<file path="config.mk">
export PLATFORM = sky130hd
export DESIGN_NAME = phy_pwr_seq
export DESIGN_NICKNAME = d
export VERILOG_FILES = /design/src/rtl/phy_pwr_pkg.sv /design/src/rtl/pps_regs.sv /design/src/rtl/pps_settle.sv /design/src/rtl/pps_fsm.sv /design/src/rtl/phy_pwr_seq.sv
export SDC_FILE = /design/constraint.sdc
export NUM_CORES = 1
export LEC_CHECK = 0
export CELL_PAD_IN_SITES_DETAIL_PLACEMENT = 1
export CELL_PAD_IN_SITES_GLOBAL_PLACEMENT = 2
export CORE_MARGIN = 2
export CORE_UTILIZATION = 29
export DETAILED_ROUTE_END_ITERATION = 6
export PLACE_DENSITY = 0.88
export SYNTH_ARGS = -nofsm -noshare
export SYNTH_HDL_FRONTEND = slang
export SYNTH_SLANG_ARGS = --single-unit
</file>
<file path="constraint.sdc">
create_clock -name clk_i -period 2.4 [get_ports clk_i]
set_input_delay 0.24 -clock clk_i [delete_from_list [all_inputs] [get_ports clk_i]]
set_output_delay 0.24 -clock clk_i [all_outputs]
set_load 0.05 [all_outputs]
</file>
<file path="src/rtl/phy_pwr_pkg.sv">
package phy_pwr_pkg;
  typedef enum logic [1:0] {
    PWR_OFF = 2'b00,
    PWR_LDO = 2'b01,
    PWR_TX  = 2'b10
  } pwr_cmd_e;

  typedef enum logic [1:0] {
    SQ_STOP,
    SQ_ARM,
    SQ_RUN,
    SQ_RETRY
  } seq_state_e;

  localparam int unsigned CONN_BIT  = 25;
  localparam int unsigned DISC_BIT  = 26;
  localparam int unsigned OFS_STAT  = 'h28;
  localparam int unsigned OFS_ENSET = 'h2C;
  localparam int unsigned OFS_ENCLR = 'h30;
endpackage

</file>
<file path="src/rtl/pps_regs.sv">
module pps_regs
  import phy_pwr_pkg::*;
#(
  parameter int unsigned ADDR_W = 8,
  parameter int unsigned DATA_W = 32
) (
  input  logic              clk_i,
  input  logic              rst_ni,
  input  logic              ev_conn_i,
  input  logic              ev_disc_i,
  input  logic              reg_we_i,
  input  logic [ADDR_W-1:0] reg_addr_i,
  input  logic [DATA_W-1:0] reg_wdata_i,
  output logic [DATA_W-1:0] reg_rdata_o,
  input  logic              seq_clr_conn_i,
  input  logic              seq_clr_disc_i,
  input  logic              seq_en_clr_all_i,
  input  logic              seq_en_set_link_i,
  output logic              pend_conn_o,
  output logic              pend_disc_o,
  output logic              irq_o
);
  localparam logic [ADDR_W-1:0] A_STAT = ADDR_W'(OFS_STAT);
  localparam logic [ADDR_W-1:0] A_SET  = ADDR_W'(OFS_ENSET);
  localparam logic [ADDR_W-1:0] A_CLR  = ADDR_W'(OFS_ENCLR);
  localparam logic [DATA_W-1:0] LINK_MASK =
    (DATA_W'(1) << CONN_BIT) | (DATA_W'(1) << DISC_BIT);

  logic              st_conn_q, st_disc_q;
  logic [DATA_W-1:0] en_q, en_d, stat_vec;
  logic              wr_stat, wr_set, wr_clr;

  assign wr_stat = reg_we_i && (reg_addr_i == A_STAT);
  assign wr_set  = reg_we_i && (reg_addr_i == A_SET);
  assign wr_clr  = reg_we_i && (reg_addr_i == A_CLR);

  // events win over any clear in the same cycle
  always_ff @(posedge clk_i or negedge rst_ni) begin
    if (!rst_ni) begin
      st_conn_q <= 1'b0;
      st_disc_q <= 1'b0;
    end else begin
      st_conn_q <= ev_conn_i |
        (st_conn_q & ~(wr_stat & reg_wdata_i[CONN_BIT]) & ~seq_clr_conn_i);
      st_disc_q <= ev_disc_i |
        (st_disc_q & ~(wr_stat & reg_wdata_i[DISC_BIT]) & ~seq_clr_disc_i);
    end
  end

  always_comb begin
    en_d = en_q;
    if (wr_clr) en_d = en_d & ~reg_wdata_i;
    if (wr_set) en_d = en_d | reg_wdata_i;
    if (seq_en_clr_all_i) en_d = '0;
    if (seq_en_set_link_i) en_d = en_d | LINK_MASK;
  end

  always_ff @(posedge clk_i or negedge rst_ni) begin
    if (!rst_ni) en_q <= '0;
    else         en_q <= en_d;
  end

  always_comb begin
    stat_vec = '0;
    stat_vec[CONN_BIT] = st_conn_q;
    stat_vec[DISC_BIT] = st_disc_q;
  end

  always_comb begin
    unique case (reg_addr_i)
      A_STAT:       reg_rdata_o = stat_vec;
      A_SET, A_CLR: reg_rdata_o = en_q;
      default:      reg_rdata_o = '0;
    endcase
  end

  assign pend_conn_o = st_conn_q & en_q[CONN_BIT];
  assign pend_disc_o = st_disc_q & en_q[DISC_BIT];
  assign irq_o       = |(stat_vec & en_q);


  w1c_clear_chk: assert property (@(posedge clk_i) disable iff (!rst_ni)
    (wr_stat && reg_wdata_i[CONN_BIT] && !ev_conn_i) |=> !st_conn_q);

  set_wins_chk: assert property (@(posedge clk_i) disable iff (!rst_ni)
    ev_disc_i |=> st_disc_q);

  en_set_chk: assert property (@(posedge clk_i) disable iff (!rst_ni)
    (wr_set && !seq_en_clr_all_i) |=> ((en_q & $past(reg_wdata_i)) == $past(reg_wdata_i)));

  en_clr_chk: assert property (@(posedge clk_i) disable iff (!rst_ni)
    (wr_clr && !wr_set && !seq_en_set_link_i) |=> ((en_q & $past(reg_wdata_i)) == '0));
endmodule

</file>
<file path="src/rtl/pps_settle.sv">
module pps_settle
  import phy_pwr_pkg::*;
#(
  parameter int unsigned SETTLE_CYC = 16
) (
  input  logic     clk_i,
  input  logic     rst_ni,
  input  logic     chg_i,
  input  pwr_cmd_e cmd_i,
  output logic     ok_o
);
  localparam int unsigned CNT_W = $clog2(SETTLE_CYC + 1);

  logic [CNT_W-1:0] cnt_q;

  always_ff @(posedge clk_i or negedge rst_ni) begin
    if (!rst_ni)           cnt_q <= '0;
    else if (chg_i)        cnt_q <= CNT_W'(SETTLE_CYC);
    else if (cnt_q != '0)  cnt_q <= cnt_q - 1'b1;
  end

  assign ok_o = (cnt_q == '0);


  hold_chk: assert property (@(posedge clk_i) disable iff (!rst_ni)
    !ok_o |=> $stable(cmd_i));
endmodule

</file>
<file path="src/rtl/pps_fsm.sv">
module pps_fsm
  import phy_pwr_pkg::*;
(
  input  logic     clk_i,
  input  logic     rst_ni,
  input  logic     en_i,
  input  logic     settle_ok_i,
  input  logic     pend_conn_i,
  input  logic     pend_disc_i,
  output logic     clr_conn_o,
  output logic     clr_disc_o,
  output logic     en_clr_all_o,
  output logic     en_set_link_o,
  output logic     chg_o,
  output pwr_cmd_e phy_o
);
  seq_state_e state_q, state_d;
  pwr_cmd_e   phy_q, phy_d;

  always_comb begin
    state_d       = state_q;
    phy_d         = phy_q;
    clr_conn_o    = 1'b0;
    clr_disc_o    = 1'b0;
    en_clr_all_o  = 1'b0;
    en_set_link_o = 1'b0;
    if (settle_ok_i) begin
      if (!en_i) begin
        phy_d   = PWR_OFF;
        state_d = SQ_STOP;
      end else begin
        unique case (state_q)
          SQ_STOP: begin
            en_clr_all_o = 1'b1;
            clr_conn_o   = 1'b1;
            clr_disc_o   = 1'b1;
            phy_d        = PWR_LDO;
            state_d      = SQ_ARM;
          end
          SQ_ARM: begin
            en_set_link_o = 1'b1;
            state_d       = SQ_RUN;
          end
          SQ_RUN: begin
            if (pend_conn_i && pend_disc_i) begin
              phy_d      = PWR_OFF;
              clr_conn_o = 1'b1;
              clr_disc_o = 1'b1;
              state_d    = SQ_RETRY;
            end else if (pend_conn_i) begin
              phy_d      = PWR_TX;
              clr_conn_o = 1'b1;
            end else if (pend_disc_i) begin
              phy_d      = PWR_LDO;
              clr_disc_o = 1'b1;
            end
          end
          SQ_RETRY: begin
            phy_d   = PWR_LDO;
            state_d = SQ_RUN;
          end
          default: state_d = SQ_STOP;
        endcase
      end
    end
  end

  always_ff @(posedge clk_i or negedge rst_ni) begin
    if (!rst_ni) begin
      state_q <= SQ_STOP;
      phy_q   <= PWR_OFF;
    end else begin
      state_q <= state_d;
      phy_q   <= phy_d;
    end
  end

  assign chg_o = (phy_d != phy_q);
  assign phy_o = phy_q;


  tx_gate_chk: assert property (@(posedge clk_i) disable iff (!rst_ni)
    (phy_q == PWR_TX && $past(phy_q) != PWR_TX) |-> $past(pend_conn_i));

  off_chk: assert property (@(posedge clk_i) disable iff (!rst_ni)
    (!en_i && settle_ok_i) |=> (phy_q == PWR_OFF));

  retry_chk: assert property (@(posedge clk_i) disable iff (!rst_ni)
    (state_q == SQ_RUN && en_i && settle_ok_i && pend_conn_i && pend_disc_i)
      |=> (phy_q == PWR_OFF && state_q == SQ_RETRY));
endmodule

</file>
<file path="src/rtl/phy_pwr_seq.sv">
module phy_pwr_seq
  import phy_pwr_pkg::*;
#(
  parameter int unsigned ADDR_W     = 8,
  parameter int unsigned DATA_W     = 32,
  parameter int unsigned SETTLE_CYC = 16
) (
  input  logic              clk_i,
  input  logic              rst_ni,
  input  logic              en_i,
  input  logic              link_conn_i,
  input  logic              link_disc_i,
  input  logic              reg_we_i,
  input  logic [ADDR_W-1:0] reg_addr_i,
  input  logic [DATA_W-1:0] reg_wdata_i,
  output logic [DATA_W-1:0] reg_rdata_o,
  output logic              irq_o,
  output logic [1:0]        phy_pwr_o
);
  logic     pend_conn, pend_disc, clr_conn, clr_disc;
  logic     en_clr_all, en_set_link, settle_ok, chg;
  pwr_cmd_e phy_cmd;

  pps_regs #(.ADDR_W(ADDR_W), .DATA_W(DATA_W)) u_regs (
    .clk_i             (clk_i),
    .rst_ni            (rst_ni),
    .ev_conn_i         (link_conn_i),
    .ev_disc_i         (link_disc_i),
    .reg_we_i          (reg_we_i),
    .reg_addr_i        (reg_addr_i),
    .reg_wdata_i       (reg_wdata_i),
    .reg_rdata_o       (reg_rdata_o),
    .seq_clr_conn_i    (clr_conn),
    .seq_clr_disc_i    (clr_disc),
    .seq_en_clr_all_i  (en_clr_all),
    .seq_en_set_link_i (en_set_link),
    .pend_conn_o       (pend_conn),
    .pend_disc_o       (pend_disc),
    .irq_o             (irq_o)
  );

  pps_settle #(.SETTLE_CYC(SETTLE_CYC)) u_settle (
    .clk_i  (clk_i),
    .rst_ni (rst_ni),
    .chg_i  (chg),
    .cmd_i  (phy_cmd),
    .ok_o   (settle_ok)
  );

  pps_fsm u_fsm (
    .clk_i         (clk_i),
    .rst_ni        (rst_ni),
    .en_i          (en_i),
    .settle_ok_i   (settle_ok),
    .pend_conn_i   (pend_conn),
    .pend_disc_i   (pend_disc),
    .clr_conn_o    (clr_conn),
    .clr_disc_o    (clr_disc),
    .en_clr_all_o  (en_clr_all),
    .en_set_link_o (en_set_link),
    .chg_o         (chg),
    .phy_o         (phy_cmd)
  );

  assign phy_pwr_o = phy_cmd;
endmodule

</file>
==> flow_summary_export.csv <==
group,metric,value,unit
yosys,ys_top_cells_by_area,"dfrtp_1 (39%), o2bb2ai_2 (17%), and3_1 (8.0%), and2_1 (6.9%), nand2_1 (5.8%)",
pwr,p_leak,1.80,nW
sta,clock_skew,9.21,ps
global_routing,grt-ovfl-total,0,
cts,ctsResizeCount,0,
global_routing,grt_usage,16.1,%
finish,mostFrequentLayoutCells,"clkdlybuf4s50_1 (47), dfrtp_1 (43), nand2_1 (42), and3_1 (35), buf_12 (35)",
drt,routedWlPerCell,17.1,µm
critical_path,slowest_stage,"clkdlybuf4s50_1",
sta,fin_setup_tns,0,ps
critical_path,r2r_cells,7,
sta,tightest_slew,493,ps
cts,root_buffer,"clkbuf_8",
drt,dr.pass1.iters,4,
cts,clk_pin_slew,90,ps
yosys,ys_ff_latch,43,
critical_path,worst_r2r_endpoint,"u_regs.en_q[22]",
global_routing,grt_pass1_vias,2631,
yosys,yosysWarnings,0,
drt,vias,2344,
critical_path,critPathKind,"in2out",
finish,synthToLayoutAreaGrowth,50.1,%
pwr,p_int,1.43,mW
placed_design,dpl.hpwl,5960,µm
drt,post-route-drc-count,0,
yosys,synth.top_cell.area_share,39.4,%
sta,timing.fmax,448,MHz
sta,finalMaxSlewViolations,0,
global_routing,grt_max_degree,31,
critical_path,critPathMaxFanout,30,
pwr,comb_power_share,35.9,%
floorplan,core_region_area,9200,µm²
pwr,p_per_area,557,nW/µm²
cts,h-tree-depth,2,
cts,cts_buffers,5,
yosys,synth_cell_types,40,
pwr,p_sw,0.846,mW
sta,relSlewSlack,67.0,%
pwr,p_sw_share,37.1,%
yosys,synth_nets,323,
floorplan,start_util,29.7,%
finish,insertedDiodeCount,0,
sta,min_period,2230,ps
cts,cts.path.max_buffers,2,
critical_path,critPathCaptureType,"output port",
finish,final_common_cell,"clkdlybuf4s50_1",
global_routing,antenna_found_initial,0,
floorplan,die_y,101,µm
pwr,p_seq_share,42.6,%
yosys,syn_avg_cell_area,10.1,µm²
critical_path,arrival,1990,ps
sta,whs,357,ps
yosys,synthCells,271,
pwr,clockPowerShare,21.5,%
placed_design,place.port_buffers,80,
critical_path,crit_top_cell,"buf_12",
cts,hold_buffers,1,
critical_path,crit_start,"reg_addr_i[1]",
yosys,async_reset_ff_share,100,%
outcome,status,"completed",
yosys,synth_area,2730,µm²
placed_design,place_congestion,0.832,
drt,viasPerCell,5.08,
cts,clock_latency,300,ps
cts,cts_sinks,43,
global_routing,grt_pass1_wl,12900,µm
critical_path,max_stage_delay,460,ps
floorplan,io_pins,81,
sta,fin_crit_sh,93.0,%
critical_path,ff2ff_setup_slack,420,ps
sta,setup_violations,0,
min_path,hp-class,"in2async",
critical_path,worstSetupStartpointType,"primary input",
yosys,synth-main-ff-cell,"dfrtp_1",
finish,drive_gt1_share,24.3,%
floorplan,dieArea,10200,µm²
drt,drt_iter0_drc,62,
sta,hold_violations,0,
cts,postCtsSetupBuffers,0,
pwr,vdd_drop_max,376,µV
drt,drtAntennaViolNets,0,
floorplan,die_x,101,µm
sta,rsz0062_at_grt,"false",
finish,fin_nets,401,
cts,cts_tree,"done",
yosys,yosysTopAreaCell,"dfrtp_1",
drt,wirelength,7870,µm
yosys,seq_area_frac_synth,39.4,%
critical_path,required,2160,ps
critical_path,r2r_start,"u_settle.cnt_q[0]",
run,maxCapViolCount,0,
critical_path,worstPathCellList,"clkdlybuf4s50_1 > nor4_4 > nand2_1 > nor2_2 > buf_12 > and2_1 > buf_12",
floorplan,rows,35,
yosys,synth_edf_count,0,
worst max-delay path: cells and delay by family:
| family | cells | cell delay (ps) |
|---|---|---|
| simple gates | 4 | 950 |
| buf+inv | 3 | 790 |
stage by stage:
stage                     instances  utilization, %  area, µm²  setup slack, ps  total power, mW
final                           461            44.5       4100              169             2.28
after global routing            461            44.5       4100             70.1             2.42
after CTS                       461            44.5       4100              146             2.31
after detailed placement        452            43.4       3990              152             1.81
after global placement          452            43.4       3990              276             1.77
after floorplan                 271               -       2730              670             1.50
layer usage:
layer | wire length [µm] | track usage (%)
met3 | 212 | 2.70
met1 | 3160 | 19.2
met5 | 0 | 0
met4 | 129 | 4.99
met2 | 4360 | 29.4
flip-flops by register name (all words and copies together), names as in the netlist:
register,count
u_regs.en_q,32
u_settle.cnt_q,5
u_regs.st_disc_q,1
u_fsm.phy_o,2
u_regs.st_conn_q,1
u_fsm.state_q,2
final cells by class:
| cell class | count | area, µm² |
|---|---|---|
| Inverter | 5 | 18.8 |
| Multi-Input combinational cell | 205 | 1540 |
| Fill cell | 1041 | 5100 |
| Clock buffer | 5 | 68.8 |
| Timing Repair Buffer | 89 | 1220 |
| Clock inverter | 3 | 25.0 |
| Sequential cell | 43 | 1080 |
| Tap cell | 111 | 139 |
worst max-delay path by stage:
stage / to
global placement: reg_rdata_o[11]
CTS: reg_rdata_o[31]
global route: reg_rdata_o[31]
finish: reg_rdata_o[31]
floorplan: reg_rdata_o[0]
detailed placement: reg_rdata_o[31]
cells by family (layout without fill, tap and decap cells):
family,after synthesis,count (layout),share of synthesized area (%)
DFF,43,43,39.4
AOI/OAI and AO/OA,58,58,23.5
and+or+nand+nor,135,135,28.1
xor gates and xnor gates,3,3,0.963
buffers and inverters,23,102,4.22
adders and majority gates,6,6,2.75
muxes,3,3,1.10
Yosys cell counts (all sizes together) (3+ instances only):
cell type / number
nor2b: 3
o2bb2ai: 30
o21ai: 5
inv: 5
a21oi: 8
a22o: 3
ha: 6
nand2: 42
and2: 30
dfrtp: 43
mux2i: 3
buf: 6
clkbuf: 12
nor2: 9
and3: 35
power groups by stage:
stage,logic (mW),clock network [mW],registers [mW]
global route,0.906,0.531,0.988
floorplan,0.529,0,0.971
detailed placement,0.826,0,0.986
CTS,0.832,0.506,0.971
finish,0.818,0.489,0.971
global placement,0.790,0,0.975
No activity file was read; power rests on OpenSTA's default activity.
